**config.mk**
```make
export PLATFORM = sky130hd
export DESIGN_NAME = win_cmd_top
export DESIGN_NICKNAME = d
export VERILOG_FILES = /design/src/rtl/win_cmd_pkg.sv /design/src/rtl/win_clamp.sv /design/src/rtl/orient_enc.sv /design/src/rtl/win_seq.sv /design/src/rtl/win_cmd_top.sv
export SDC_FILE = /design/constraint.sdc
export NUM_CORES = 1
export LEC_CHECK = 0
export ABC_AREA = 1
export BUFFER_PORTS_ARGS = -buffer_cell sky130_fd_sc_hd__buf_4
export CORE_ASPECT_RATIO = 1.4
export CORE_MARGIN = 2
export CORE_UTILIZATION = 54
export DETAILED_ROUTE_END_ITERATION = 7
export PLACE_DENSITY = 0.8
export SLEW_MARGIN = 15
export SYNTH_ARGS = -nofsm -noshare
export SYNTH_HDL_FRONTEND = slang
export SYNTH_SLANG_ARGS = --single-unit
```
**constraint.sdc**
```tcl
create_clock -name clk -period 1.4 [get_ports clk]
set_input_delay 0.07 -clock clk [delete_from_list [all_inputs] [get_ports clk]]
set_output_delay 0.07 -clock clk [all_outputs]
set_load 0.02 [all_outputs]
```
**src/rtl/win_cmd_pkg.sv**
```systemverilog
package win_cmd_pkg;
  localparam int BYTE_W = 8;
  localparam int STEP_W = 4;

  localparam logic [BYTE_W-1:0] CMD_ORIENT  = 8'h36;
  localparam logic [BYTE_W-1:0] CMD_COL_SET = 8'h2A;
  localparam logic [BYTE_W-1:0] CMD_ROW_SET = 8'h2B;
  localparam logic [BYTE_W-1:0] CMD_MEM_WR  = 8'h2C;

  // stream positions; the order is behaviour
  localparam logic [STEP_W-1:0] ST_ORIENT_CMD = 4'd0;
  localparam logic [STEP_W-1:0] ST_ORIENT_PAR = 4'd1;
  localparam logic [STEP_W-1:0] ST_COL_CMD    = 4'd2;
  localparam logic [STEP_W-1:0] ST_COL_HI0    = 4'd3;
  localparam logic [STEP_W-1:0] ST_COL_LO0    = 4'd4;
  localparam logic [STEP_W-1:0] ST_COL_HI1    = 4'd5;
  localparam logic [STEP_W-1:0] ST_COL_LO1    = 4'd6;
  localparam logic [STEP_W-1:0] ST_ROW_CMD    = 4'd7;
  localparam logic [STEP_W-1:0] ST_ROW_HI0    = 4'd8;
  localparam logic [STEP_W-1:0] ST_ROW_LO0    = 4'd9;
  localparam logic [STEP_W-1:0] ST_ROW_HI1    = 4'd10;
  localparam logic [STEP_W-1:0] ST_ROW_LO1    = 4'd11;
  localparam logic [STEP_W-1:0] ST_MEM_WR     = 4'd12;

  typedef enum logic [1:0] {
    ROT_0   = 2'd0,
    ROT_90  = 2'd1,
    ROT_180 = 2'd2,
    ROT_270 = 2'd3
  } rot_e;

  // orientation parameter bit positions
  localparam int OB_ROW_FLIP = 7;
  localparam int OB_COL_FLIP = 6;
  localparam int OB_EXCHANGE = 5;
  localparam int OB_BGR      = 3;
endpackage

```
**src/rtl/win_clamp.sv**
```systemverilog
module win_clamp #(
  parameter int IN_W  = 8,
  parameter int LIMIT = 176
) (
  input  logic [IN_W-1:0] coord_in,
  output logic [7:0]      coord_out
);
  localparam int MAX_IDX = LIMIT - 1;
  localparam logic [IN_W-1:0] MAX_IN = IN_W'(MAX_IDX);

  logic [IN_W-1:0] sat;

  always_comb begin
    if (coord_in > MAX_IN) sat = MAX_IN;
    else                   sat = coord_in;
    coord_out = sat[7:0];
  end
endmodule

```
**src/rtl/orient_enc.sv**
```systemverilog
module orient_enc
  import win_cmd_pkg::*;
(
  input  logic [1:0]        rot_code,
  input  logic              bgr,
  output logic [BYTE_W-1:0] param
);
  always_comb begin
    param = '0;
    param[OB_BGR] = bgr;
    unique case (rot_e'(rot_code))
      ROT_0:   ;
      ROT_90:  begin param[OB_ROW_FLIP] = 1'b1; param[OB_EXCHANGE] = 1'b1; end
      ROT_180: begin param[OB_ROW_FLIP] = 1'b1; param[OB_COL_FLIP] = 1'b1; end
      ROT_270: begin param[OB_COL_FLIP] = 1'b1; param[OB_EXCHANGE] = 1'b1; end
      default: ;
    endcase
  end
endmodule

```
**src/rtl/win_seq.sv**
```systemverilog
module win_seq
  import win_cmd_pkg::*;
#(
  parameter logic [STEP_W-1:0] LAST_STEP = ST_MEM_WR
) (
  input  logic              clk,
  input  logic              rst_n,
  input  logic              start,
  input  logic [STEP_W-1:0] start_step,
  input  logic              advance,
  output logic              busy,
  output logic [STEP_W-1:0] step
);
  always_ff @(posedge clk) begin
    if (!rst_n) begin
      busy <= 1'b0;
      step <= '0;
    end else if (start && !busy) begin
      busy <= 1'b1;
      step <= start_step;
    end else if (busy && advance) begin
      if (step == LAST_STEP) begin
        busy <= 1'b0;
        step <= '0;
      end else begin
        step <= step + 1'b1;
      end
    end
  end


  busy_drop_chk: assert property (@(posedge clk) disable iff (!rst_n)
    busy && advance && step == LAST_STEP |=> !busy);


  step_hold_chk: assert property (@(posedge clk) disable iff (!rst_n)
    busy && !advance |=> busy && $stable(step));
endmodule

```
**src/rtl/win_cmd_top.sv**
```systemverilog
module win_cmd_top
  import win_cmd_pkg::*;
#(
  parameter int COORD_W  = 8,
  parameter int NUM_COLS = 176,
  parameter int NUM_ROWS = 220
) (
  input  logic               clk,
  input  logic               rst_n,
  input  logic               req_valid,
  output logic               req_ready,
  input  logic [COORD_W-1:0] col_first,
  input  logic [COORD_W-1:0] col_last,
  input  logic [COORD_W-1:0] row_first,
  input  logic [COORD_W-1:0] row_last,
  input  logic [1:0]         rot_code,
  input  logic               bgr,
  output logic               cmd_valid,
  input  logic               cmd_ready,
  output logic [7:0]         cmd_byte,
  output logic               cmd_is_cmd,
  output logic               busy
);
  localparam int NCOORD = 4;
  localparam int FIRST_ROW_IDX = 2;

  logic [COORD_W-1:0] raw  [NCOORD];
  logic [7:0]         clmp [NCOORD];
  logic [7:0]         held [NCOORD];
  logic [BYTE_W-1:0]  orient_new, orient_q;
  logic               orient_known;
  logic               accept, need_orient;
  logic [STEP_W-1:0]  step;

  assign raw[0] = col_first;
  assign raw[1] = col_last;
  assign raw[2] = row_first;
  assign raw[3] = row_last;

  for (genvar g = 0; g < NCOORD; g++) begin : g_clamp
    win_clamp #(
      .IN_W (COORD_W),
      .LIMIT((g < FIRST_ROW_IDX) ? NUM_COLS : NUM_ROWS)
    ) i_clamp (
      .coord_in (raw[g]),
      .coord_out(clmp[g])
    );
  end

  orient_enc i_orient (
    .rot_code(rot_code),
    .bgr     (bgr),
    .param   (orient_new)
  );

  assign accept      = req_valid && !busy;
  assign need_orient = !orient_known || (orient_new != orient_q);
  assign req_ready   = !busy;

  always_ff @(posedge clk) begin
    if (!rst_n) begin
      orient_known <= 1'b0;
      orient_q     <= '0;
      for (int i = 0; i < NCOORD; i++) held[i] <= '0;
    end else if (accept) begin
      orient_known <= 1'b1;
      orient_q     <= orient_new;
      for (int i = 0; i < NCOORD; i++) held[i] <= clmp[i];
    end
  end

  win_seq #(.LAST_STEP(ST_MEM_WR)) i_seq (
    .clk       (clk),
    .rst_n     (rst_n),
    .start     (accept),
    .start_step(need_orient ? ST_ORIENT_CMD : ST_COL_CMD),
    .advance   (cmd_ready),
    .busy      (busy),
    .step      (step)
  );

  assign cmd_valid = busy;

  always_comb begin
    cmd_byte   = 8'h00;
    cmd_is_cmd = 1'b0;
    unique case (step)
      ST_ORIENT_CMD: begin cmd_byte = CMD_ORIENT;  cmd_is_cmd = 1'b1; end
      ST_ORIENT_PAR: cmd_byte = orient_q;
      ST_COL_CMD:    begin cmd_byte = CMD_COL_SET; cmd_is_cmd = 1'b1; end
      ST_COL_LO0:    cmd_byte = held[0];
      ST_COL_LO1:    cmd_byte = held[1];
      ST_ROW_CMD:    begin cmd_byte = CMD_ROW_SET; cmd_is_cmd = 1'b1; end
      ST_ROW_LO0:    cmd_byte = held[2];
      ST_ROW_LO1:    cmd_byte = held[3];
      ST_MEM_WR:     begin cmd_byte = CMD_MEM_WR;  cmd_is_cmd = 1'b1; end
      default:       cmd_byte = 8'h00;
    endcase
  end


  hold_stable_chk: assert property (@(posedge clk) disable iff (!rst_n)
    cmd_valid && !cmd_ready |=> cmd_valid && $stable(cmd_byte) && $stable(cmd_is_cmd));


  end_cmd_chk: assert property (@(posedge clk) disable iff (!rst_n)
    $fell(busy) |-> $past(cmd_byte) == CMD_MEM_WR && $past(cmd_is_cmd) && $past(cmd_ready));


  first_cmd_chk: assert property (@(posedge clk) disable iff (!rst_n)
    $rose(busy) |-> cmd_is_cmd && (cmd_byte == CMD_ORIENT || cmd_byte == CMD_COL_SET));


  orient_zero_bits_chk: assert property (@(posedge clk) disable iff (!rst_n)
    cmd_valid && step == ST_ORIENT_PAR |-> cmd_byte[4] == 1'b0 && cmd_byte[2:0] == 3'b000);


  col_range_chk: assert property (@(posedge clk) disable iff (!rst_n)
    cmd_valid && (step == ST_COL_LO0 || step == ST_COL_LO1) |-> 32'(cmd_byte) < NUM_COLS);


  row_range_chk: assert property (@(posedge clk) disable iff (!rst_n)
    cmd_valid && (step == ST_ROW_LO0 || step == ST_ROW_LO1) |-> 32'(cmd_byte) < NUM_ROWS);


  no_restart_chk: assert property (@(posedge clk) disable iff (!rst_n)
    busy && !(cmd_ready && step == ST_MEM_WR) |=> busy);
endmodule

```
==> results of run 1 <==
[cells in the mapped netlist, drive strengths merged]
| master | count |
|---|---|
| nand3b | 1 |
| o22ai | 4 |
| nand3 | 13 |
| nor3 | 1 |
| edfxtp | 32 |
| inv | 53 |
| nor2 | 39 |
| nand4 | 3 |
| dfxtp | 10 |
| o21ai | 13 |
| nor3b | 1 |
| nand2 | 69 |
| a21oi | 18 |
| o21bai | 1 |
| buf | 3 |
| ha | 7 |
| a211oi | 1 |
| xor2 | 1 |
[metrics by stage]
step | utilization | worst slack (ns) | power, mW | instance area [um2] | setup TNS, ns
finish | 0.773 | -0.293 | 3.05 | 3080 | -2.33
CTS | 0.752 | -0.250 | 3.01 | 3000 | -1.93
global route | 0.773 | -0.347 | 3.16 | 3080 | -3.14
floorplan | - | 0.00135 | 1.80 | 2280 | 0
detailed placement | 0.691 | -0.112 | 2.03 | 2750 | -0.382
global placement | 0.691 | -0.0617 | 2.02 | 2750 | -0.177
[worst paths after layout]
check | depth (start not counted) | from | slack (ns) | to
worst max-delay path | 9 | i_seq.step[1] | -0.29 | cmd_byte[5]
worst min-delay path | 3 | rst_n | 0.04 | orient_known
worst max register to register | 8 | i_seq.step[0] | -0.07 | i_seq.busy
worst min register to register | 2 | orient_known | 0.46 | orient_known
[logic make-up (layout without fill, tap and decap cells)]
kind of cell,Yosys count,count (layout)
and+or+nand+nor,127,127
buffers and inverters,56,121
DFF,42,42
AOI/OAI and AO/OA,37,37
adders and majority gates,7,7
xor gates and xnor gates,1,1
[area by class of cell]
class                      count  area (um2)  area share
clock inverter                 2        37.5      0.0122
tap                           43        53.8      0.0175
sequential                    42        1170       0.380
timing repair buffer          60         485       0.158
clock buffer                   6        72.6      0.0235
inverter                      53         221      0.0719
multi-input combinational    172        1040       0.337
[power by group through the flow]
stage | sequential [mW] | combinational [mW] | clock, mW
CTS | 1.51 | 0.556 | 0.944
floorplan | 1.51 | 0.287 | 0
finish | 1.51 | 0.594 | 0.941
detailed placement | 1.53 | 0.504 | 0
global placement | 1.53 | 0.495 | 0
global route | 1.52 | 0.648 | 0.989
[per-layer routing]
metal / wire, um / GRT usage
met1: 1910 / 0.268
met4: 336 / 0.159
met3: 314 / 0.0541
met2: 2890 / 0.426
met5: 0 / 0
[cells in the final DEF (no fill, tap or decap), drive strengths merged]
cell type / Yosys / layout
bufinv: 0 / 1
xor2: 1 / 1
o22ai: 4 / 4
nand3b: 1 / 1
inv: 53 / 53
buf: 3 / 60
nand3: 13 / 13
o21ai: 13 / 13
a21oi: 18 / 18
edfxtp: 32 / 32
o21bai: 1 / 1
ha: 7 / 7
nand2: 69 / 69
clkbuf: 0 / 6
a211oi: 1 / 1
nor3b: 1 / 1
nor3: 1 / 1
nand4: 3 / 3
dfxtp: 10 / 10
nor2: 39 / 39
clkinvlp: 0 / 1
[worst register-to-register path: stages, from the launching register on]
cell and delay, ns:
sky130_fd_sc_hd__dfxtp_4 0.39, sky130_fd_sc_hd__inv_4 0.09, sky130_fd_sc_hd__ha_4 0.17, sky130_fd_sc_hd__nand3_4 0.10
sky130_fd_sc_hd__buf_4 0.15, sky130_fd_sc_hd__buf_4 0.12, sky130_fd_sc_hd__buf_4 0.14, sky130_fd_sc_hd__o21bai_4 0.14
sky130_fd_sc_hd__o21ai_1 0.07
[sequential cells by signal, summed over array words and instances, names as in the netlist]
register	cells
held	32
i_seq.step	4
orient_q	4
i_seq.busy	1
orient_known	1
[what timing repair did]
action                     4_1_cts  5_1_grt
buffers inserted                 1        1
pin swaps                        7       12
setup endpoints to repair       10       12
resized for setup               39       18
==> Flow_metrics.wiki, run 1 <==
{| class="wikitable"
! Metric !! Value
|-
| RSZ-0062 raised after global routing || yes
|-
| CP peak stage delay || 0.41 ns
|-
| Switching share of power || 0.262
|-
| Total wire length || 5450 um
|-
| Final instance count without filler cells || 378
|-
| Post-Synthesis Mean Instance Area || 8.42 um2
|-
| Initial antenna violation count || 0
|-
| Largest family of logic cells by synthesized area || simple AND/OR/NAND/NOR gates
|-
| Clock tree root driver cell || sky130_fd_sc_hd__clkbuf_8
|-
| Biggest area consumer among synthesized cells || sky130_fd_sc_hd__edfxtp_1
|-
| Residual DRC || 2
|-
| Maximum number of buffers from clock root to sink || 2
|-
| HPWL after detailed placement || 3620 um
|-
| Class of the most critical hold timing path || in -> reg
|-
| Slew Viols, Final || 0
|-
| Sequential share of power || 0.497
|-
| Seq/Total Area, Yosys || 0.511
|-
| Overall die height || 80.8 um
|-
| Fraction of post-synthesis cell area in the top cell type by area || 0.423
|-
| GR Util All Layers || 0.247
|-
| Worst-path cell chain || inv_4 > ha_4 > nand3_4 > o21ai_4 > nor2_2 > inv_2 > nor2_2 > nand2_1 > buf_6
|-
| Vias in the first global route || 1986
|-
| Number of warning messages in the yosys log || 0
|-
| Hold-fix buffer count after cts || 0
|-
| Leading post-synthesis cells by cell area || sky130_fd_sc_hd__edfxtp_1, sky130_fd_sc_hd__nand2_1, sky130_fd_sc_hd__dfxtp_1
|-
| First-pass GRT wire length || 8660 um
|-
| Share of the clock period used by the worst path || 1.21
|-
| Adder and majority cell fraction of the synthesized area || 0.0385
|-
| Kind of start point of the critical path || flop
|-
| Crit path top cell by count || sky130_fd_sc_hd__nor2_2
|-
| Worst-case hold slack || 0.0395 ns
|-
| Post-Synthesis Cell Area || 0.00227 mm2
|-
| Synthesized netlist net count || 316
|-
| Relative slew slack || 0.794
|-
| Multiplexer area fraction after synthesis || 0
|-
| Diode count || 0
|-
| Clock transition at path regs || 0.08 ns
|-
| Die area || 0.00475 mm2
|-
| Signed area change from the synthesized netlist to the final layout || 35.6%
|-
| Xor-xnor portion of the synthesized cell area || 0.00385
|-
| Final WS setup || -0.293 ns
|-
| Clock tree from TritonCTS || built
|-
| Comb power frac || 0.195
|-
| Category of the critical setup timing path || reg -> out
|-
| Complex-gate fraction of the synthesized area || 0.0892
|-
| Count of buffering cells on the critical path with inverters included || 3
|-
| Core Rows || 27
|-
| Area fraction in and, or, nand and nor cells after synthesis || 0.256
|-
| Run status || complete, but fails checks
|-
| Max Fanout on Critical Path || 5
|-
| Area of the core || 0.00399 mm2
|-
| Maximum vdd ir drop || 0.763 mV
|-
| Leakage || 1.45 nW
|-
| Horizontal die dimension || 58.8 um
|-
| Clock latency reported for the late side of the worst-skew pair || 0.30 ns
|-
| Clock share of power || 0.309
|-
| Largest delay share family, worst path || flip-flops
|-
| Sinks on the clock net || 42
|-
| Cell with the largest stage delay on the worst path || sky130_fd_sc_hd__dfxtp_4
|-
| Avg WL per Cell || 14.4 um
|-
| Port-buffer cells || 50
|-
| Effective utilization at floorplan || 0.570
|-
| Largest net degree at the start of global routing || 27
|-
| Overall via count from detail_route || 2008
|-
| Detailed Route Iter0 Violations || 138
|-
| Fraction of final layout cells with drive strength greater than 1 || 0.343
|-
| Setup-failing EPs final || 13
|-
| Final-layout fill cell count || 261
|-
| Final count of hold timing violations || 0
|-
| Data required, critical path || 1.33 ns
|-
| Slew of the pin with the lowest slew margin || 0.308 ns
|-
| GR Overflow Total || 0
|-
| WP data arrival || 1.62 ns
|-
| Violated checks || design-rule violations, negative setup slack
|-
| Number of instances in the synthesized netlist || 270
|-
| Switching power summed over all nets || 800 uW
|-
| Pre-antenna DRT Iters || 7
|-
| Maximum clock frequency || 591 MHz
|-
| Post-route antenna net violation count || 0
|-
| Post-route minimum period || 1.69 ns
|-
| Cell count after placement || 368
|-
| Count of maximum capacitance violations || 0
|-
| Final nets || 380
|-
| Number of distinct library cell variants in the gate-level netlist after synthesis || 26
|-
| Worst-case clock skew || 0.00535 ns
|-
| H-tree levels || 2
|-
| Routability cong. || 0.849
|-
| Power density over the cells || 989 mW/mm2
|-
| Cts bufs inserted || 5
|-
| DR vias/cell || 5.31
|-
| IO Count || 51
|-
| CP endpoint kind || output pin
|-
| Internal Dissipation || 2.25 mW
|-
| Synth Register Bits || 42
|}
Note: power is estimated with default switching activity, not from simulation.
==> inputs of run 2 (changes only) <==
- SKIP_CTS_REPAIR_TIMING: unset -> 1
==> run 2 against run 1 <==
Effect of this change: the run still ends with design-rule violations, negative setup slack left; register-to-register slack better by 0.16 ns; non-clock buffer count is the same; via count fell by 1.4%; combinational power hardly changed; critical path depth shrank 1; fmax fell by 1.8%; utilization is 1.6 points lower; sequential power is essentially flat; global-route usage fell by 2.6 points; first-iteration DRC count fell by 5.8%; flip-flop and latch count unchanged; sequential share of layout area increased by 0.82 points; critical endpoint is now cmd_byte[2]; highest routed layer unchanged.
==> Flow_metrics.wiki, run 2 (synthesis results as in run 1) <==
{| class="wikitable"
! Metric !! Value
|-
| Worst-case clock skew || 0.00344 ns (-0.00190 ns)
|-
| Count of maximum capacitance violations || 0 (unchanged)
|-
| Avg WL per Cell || 14.8 um (+2.3%)
|-
| Most common cell after layout, fill and taps aside || sky130_fd_sc_hd__nand2_1
|-
| Overall die height || 80.8 um (unchanged)
|-
| Final WS setup || -0.324 ns (-0.0304 ns)
|-
| H-tree levels || 2 (unchanged)
|-
| Horizontal die dimension || 58.8 um (unchanged)
|-
| Max Fanout on Critical Path || 5 (unchanged)
|-
| Largest register FFs || 32 (unchanged)
|-
| Post-route minimum period || 1.72 ns (+0.0304 ns)
|-
| Overall via count from detail_route || 1979 (-1.4%)
|-
| Category of the critical setup timing path || reg -> out
|-
| Sinks on the clock net || 42 (unchanged)
|-
| Final count of hold timing violations || 0 (unchanged)
|-
| Leakage || 1.44 nW (-0.58%)
|-
| Crit path top cell by count || sky130_fd_sc_hd__buf_4
|-
| Vias in the first global route || 1855 (-6.6%)
|-
| Clock tree root driver cell || sky130_fd_sc_hd__clkbuf_8
|-
| CP peak stage delay || 0.41 ns (about the same)
|-
| Effective utilization at floorplan || 0.570 (unchanged)
|-
| Initial antenna violation count || 0 (unchanged)
|-
| Cts bufs inserted || 5 (unchanged)
|-
| Slew of the pin with the lowest slew margin || 0.282 ns (-0.0257 ns)
|-
| Slew Viols, Final || 0 (unchanged)
|-
| Power density over the cells || 1010 mW/mm2 (+2.2%)
|-
| Startpoint of the worst-slack reg-to-reg timing path || i_seq.step[1]
|-
| Share of the clock period used by the worst path || 1.23 (+0.0217)
|-
| Largest registers in the final layout || held: 32 flops, i_seq.step: 4 flops, orient_q: 4 flops
|-
| Largest net degree at the start of global routing || 27 (unchanged)
|-
| Maximum clock frequency || 580 MHz (-1.8%)
|-
| Area of the core || 0.00399 mm2 (unchanged)
|-
| Clock latency reported for the late side of the worst-skew pair || 0.30 ns (about the same)
|-
| Commonest non-fill, non-tap cells in the layout || sky130_fd_sc_hd__nand2_1, sky130_fd_sc_hd__buf_4, sky130_fd_sc_hd__inv_1
|-
| Pre-antenna DRT Iters || 6 (-1)
|-
| Core Rows || 27 (unchanged)
|-
| Data required, critical path || 1.33 ns (about the same)
|-
| RSZ-0062 raised after global routing || yes
|-
| GR Overflow Total || 0 (unchanged)
|-
| Violated checks || design-rule violations, negative setup slack
|-
| Overall power after layout || 3.05 mW (about the same)
|-
| First-pass GRT wire length || 7790 um (-10%)
|-
| Pre-CTS WS || -0.112 ns (unchanged)
|-
| Clock tree from TritonCTS || built
|-
| Signed area change from the synthesized netlist to the final layout || 32.8%
|-
| Class of the most critical hold timing path || in -> reg
|-
| Routability cong. || 0.849 (unchanged)
|-
| Detailed Route Iter0 Violations || 130 (-5.8%)
|-
| Die area || 0.00475 mm2 (unchanged)
|-
| Residual DRC || 2 (unchanged)
|-
| IO Count || 51 (unchanged)
|-
| Maximum number of buffers from clock root to sink || 2 (unchanged)
|-
| DR vias/cell || 5.24 (-1.4%)
|-
| Maximum vdd ir drop || 0.865 mV (+13%)
|-
| Port-buffer cells || 50 (unchanged)
|-
| Hold wc startpoint || rst_n
|-
| Total wire length || 5580 um (+2.3%)
|-
| Worst-path cell chain || inv_4 > ha_4 > nand3_4 > o21ai_4 > buf_4 > a21oi_1 > nand4_1 > buf_4
|-
| Relative slew slack || 0.812 (+0.0173)
|-
| Final nets || 380 (unchanged)
|-
| HPWL after detailed placement || 3620 um (unchanged)
|-
| Run status || complete, but fails checks
|-
| Post-route antenna net violation count || 0 (unchanged)
|-
| GR Util All Layers || 0.221 (-0.0259)
|-
| Clock transition at path regs || 0.08 ns (about the same)
|-
| Kind of start point of the critical path || flop
|-
| Fraction of final layout cells with drive strength greater than 1 || 0.328 (-0.0149)
|-
| CP endpoint kind || output pin
|-
| Launch point of the worst path || i_seq.step[1]
|-
| Cell with the largest stage delay on the worst path || sky130_fd_sc_hd__dfxtp_4
|-
| WP data arrival || 1.65 ns (+0.03 ns)
|-
| Register with the highest flop count || held
|-
| Diode count || 0 (unchanged)
|-
| Setup-failing EPs final || 9 (-4)
|}
-- run 2: cell counts in the layout (fill, tap and decap cells not counted) --
No cell type changed its count.
-- run 2: report_power, final --
group          internal (mW)  total (mW)  switching, mW
Clock                  0.532       0.942          0.411
Combinational          0.264       0.594          0.330
Sequential              1.45        1.51         0.0583
Total                   2.25        3.05          0.799
-- run 2: routing by layer --
metal	part of all wire	up-vias	track usage
met5	0	-	0
met4	0.032	0	0.116
met3	0.055	18	0.0478
met2	0.55	75	0.396
met1	0.36	900	0.239
li1	-	986	-
-- run 2: path summary, 6_finish.rpt --
kind	end	slack [ns]	cells after the start
min reg2reg	orient_known	0.46	2
max reg2reg	i_seq.busy	0.09	6
max	cmd_byte[2]	-0.32	8
min	orient_known	0.05	3
-- run 2: layout make-up --
cell class	instances	area, um2
fill	280	970
multi-input combinational	172	985
inverter	53	211
tap	43	53.8
sequential	42	1170
timing repair buffer	60	485
clock inverter	2	37.5
clock buffer	6	72.6
-- run 2: per-stage QoR --
| step | utilization | std cells | setup TNS, ns | hold WS [ns] | instance area [um2] |
|---|---|---|---|---|---|
| after floorplan | - | 270 | 0 | 0.180 | 2280 |
| final | 0.757 | 378 | -2.37 | 0.0483 | 3020 |
| after global placement | 0.691 | 368 | -0.177 | 0.337 | 2750 |
| after global routing | 0.757 | 378 | -2.95 | 0.0607 | 3020 |
| after detailed placement | 0.691 | 368 | -0.382 | 0.346 | 2750 |
| after CTS | 0.718 | 376 | -3.51 | 0.0375 | 2860 |
-- run 2: critical path: cells and delay by family, from the launching register on --
family          cells  cell delay (ns)
compound gates      2             0.18
fa+ha+maj           1             0.18
buf+inv             3             0.36
flops               1             0.41
simple gates        2             0.22
==> inputs of run 3 (changes only) <==
- RECOVER_POWER: unset -> 100
==> run 3 against run 2 <==
Effect of this change: via count up 0.40%; the flow still finishes with violations (design-rule violations, negative setup slack); setup slack better by 0.00066 ns; clock skew about the same; clock power about the same; cell count unchanged; register-to-register slack worse by 0.21 ns; fmax about the same; flip-flop and latch count unchanged; sequential power about the same.
==> Flow_metrics.wiki, run 3 (synthesis results as in run 1) <==
{| class="wikitable"
! Metric !! Value
|-
| Power density over the cells || 1020 mW/mm2 (+0.45%)
|-
| Fraction of final layout cells with drive strength greater than 1 || 0.316 (-0.0119)
|-
| Clock tree from TritonCTS || built
|-
| Overall die height || 80.8 um (unchanged)
|-
| Leakage || 1.42 nW (-1.4%)
|-
| Count of maximum capacitance violations || 0 (unchanged)
|-
| Final nets || 380 (unchanged)
|-
| Worst-case clock skew || 0.00387 ns (+0.000425 ns)
|-
| Max Fanout on Critical Path || 5 (unchanged)
|-
| Clock latency reported for the late side of the worst-skew pair || 0.30 ns (about the same)
|-
| Core Rows || 27 (unchanged)
|-
| Class of the most critical hold timing path || in -> reg
|-
| Startpoint of the worst-slack reg-to-reg timing path || i_seq.busy
|-
| Relative slew slack || 0.791 (-0.0209)
|-
| Post-route antenna net violation count || 0 (unchanged)
|-
| Setup-failing EPs final || 47 (+38)
|-
| Horizontal die dimension || 58.8 um (unchanged)
|-
| Pre-antenna DRT Iters || 6 (unchanged)
|-
| Largest registers in the final layout || held: 32 flops, i_seq.step: 4 flops, orient_q: 4 flops
|-
| Commonest non-fill, non-tap cells in the layout || sky130_fd_sc_hd__nand2_1, sky130_fd_sc_hd__buf_4, sky130_fd_sc_hd__inv_1
|-
| Run status || complete, but fails checks
|-
| Endpoint of the worst hold-timing path || orient_known
|-
| CP endpoint kind || output pin
|-
| Clock tree root driver cell || sky130_fd_sc_hd__clkbuf_8
|-
| Maximum clock frequency || 580 MHz (about the same)
|-
| Register with the highest flop count || held
|-
| Category of the critical setup timing path || reg -> out
|-
| Pre-CTS WS || -0.112 ns (unchanged)
|-
| GR Util All Layers || 0.221 (unchanged)
|-
| Most common cell after layout, fill and taps aside || sky130_fd_sc_hd__nand2_1
|-
| GR Overflow Total || 0 (unchanged)
|-
| Slew Viols, Final || 0 (unchanged)
|-
| Total wire length || 5540 um (-0.68%)
|-
| Residual DRC || 2 (unchanged)
|-
| Final instance count without filler cells || 378 (unchanged)
|-
| Area of the core || 0.00399 mm2 (unchanged)
|-
| Final count of hold timing violations || 0 (unchanged)
|-
| Hold Path Depth || 3 (unchanged)
|-
| Routability cong. || 0.849 (unchanged)
|-
| Sinks on the clock net || 42 (unchanged)
|-
| Finished Cell Area || 0.00298 mm2 (-1.1%)
|-
| Hold wc startpoint || rst_n
|-
| Worst-case register-to-register setup slack || -0.12 ns (-0.21 ns)
|-
| Largest net degree at the start of global routing || 27 (unchanged)
|-
| Overall via count from detail_route || 1987 (+0.40%)
|-
| First-pass GRT wire length || 7790 um (unchanged)
|-
| Register-to-Register Path Depth || 5 (-1)
|-
| Signed area change from the synthesized netlist to the final layout || 31.3%
|-
| Maximum number of buffers from clock root to sink || 2 (unchanged)
|-
| Reg-to-Reg End || held[0][2]
|-
| Post-Route Utilization || 0.749 (-0.00816)
|-
| Cts bufs inserted || 5 (unchanged)
|-
| Port-buffer cells || 50 (unchanged)
|-
| Worst-case hold slack || 0.0255 ns (-0.0229 ns)
|-
| Share of the clock period used by the worst path || 1.23 (about the same)
|-
| Final-layout fill cell count || 289 (+3.2%)
|-
| Kind of start point of the critical path || flop
|-
| Largest register FFs || 32 (unchanged)
|-
| Avg WL per Cell || 14.7 um (-0.68%)
|-
| Initial antenna violation count || 0 (unchanged)
|-
| HPWL after detailed placement || 3620 um (unchanged)
|-
| Effective utilization at floorplan || 0.570 (unchanged)
|-
| Diode count || 0 (unchanged)
|-
| DR vias/cell || 5.26 (+0.40%)
|-
| Detailed Route Iter0 Violations || 140 (+7.7%)
|-
| H-tree levels || 2 (unchanged)
|-
| IO Count || 51 (unchanged)
|-
| Total negative slack || -3.38 ns (-1.01 ns)
|-
| Cell count after placement || 368 (unchanged)
|-
| Die area || 0.00475 mm2 (unchanged)
|-
| Data required, critical path || 1.33 ns (about the same)
|-
| Violated checks || design-rule violations, negative setup slack
|-
| Post-route minimum period || 1.72 ns (-0.000659 ns)
|-
| Vias in the first global route || 1855 (unchanged)
|-
| Slew of the pin with the lowest slew margin || 0.313 ns (+0.0307 ns)
|-
| Final WS setup || -0.323 ns (+0.000659 ns)
|-
| Maximum vdd ir drop || 0.864 mV (about the same)
|-
| Overall power after layout || 3.03 mW (-0.64%)
|-
| Clock transition at path regs || 0.08 ns (about the same)
|-
| WP data arrival || 1.65 ns (about the same)
|-
| RSZ-0062 raised after global routing || yes
|-
| Instance area after placement || 0.00275 mm2 (unchanged)
|}
-- run 3: layer usage --
metal | global-route usage | share of wire
met1 | 0.239 | 0.35
met2 | 0.396 | 0.55
met3 | 0.0478 | 0.057
met4 | 0.116 | 0.038
met5 | 0 | 0
-- run 3: critical path: stages, from the launching register on --
cell                      delay (ns)
sky130_fd_sc_hd__dfxtp_4        0.41
sky130_fd_sc_hd__inv_4          0.06
sky130_fd_sc_hd__ha_4           0.18
sky130_fd_sc_hd__nand3_4        0.11
sky130_fd_sc_hd__o21ai_4        0.07
sky130_fd_sc_hd__buf_4          0.14
sky130_fd_sc_hd__a21oi_1        0.11
sky130_fd_sc_hd__nand4_1        0.11
sky130_fd_sc_hd__buf_4          0.17
-- run 3: where the power goes --
part	switching (mW)	internal [mW]
Combinational	0.322	0.254
Clock	0.409	0.532
Sequential	0.0576	1.45
-- run 3: cell type report --
type / count / area, um2 / area share
Clock inverter: 2 / 37.5 / 0.0126
Sequential cell: 42 / 1170 / 0.392
Inverter: 53 / 211 / 0.0709
Clock buffer: 6 / 72.6 / 0.0243
Timing Repair Buffer: 60 / 478 / 0.160
Multi-Input combinational cell: 172 / 960 / 0.322
Tap cell: 43 / 53.8 / 0.0180
-- run 3: how the worst max path moves through the flow --
stage          depth (start not counted)  slack (ns)          start            end
2_1_floorplan                          5       0.001     i_seq.busy  i_seq.step[3]
6_report                               8       -0.32  i_seq.step[1]    cmd_byte[2]
3_3_place_gp                           9       -0.06  i_seq.step[1]    cmd_byte[5]
4_1_cts                                9       -0.46  i_seq.step[1]    cmd_byte[5]
3_5_place_dp                           9       -0.11  i_seq.step[0]    cmd_byte[5]
5_1_grt                                8       -0.38  i_seq.step[1]    cmd_byte[2]
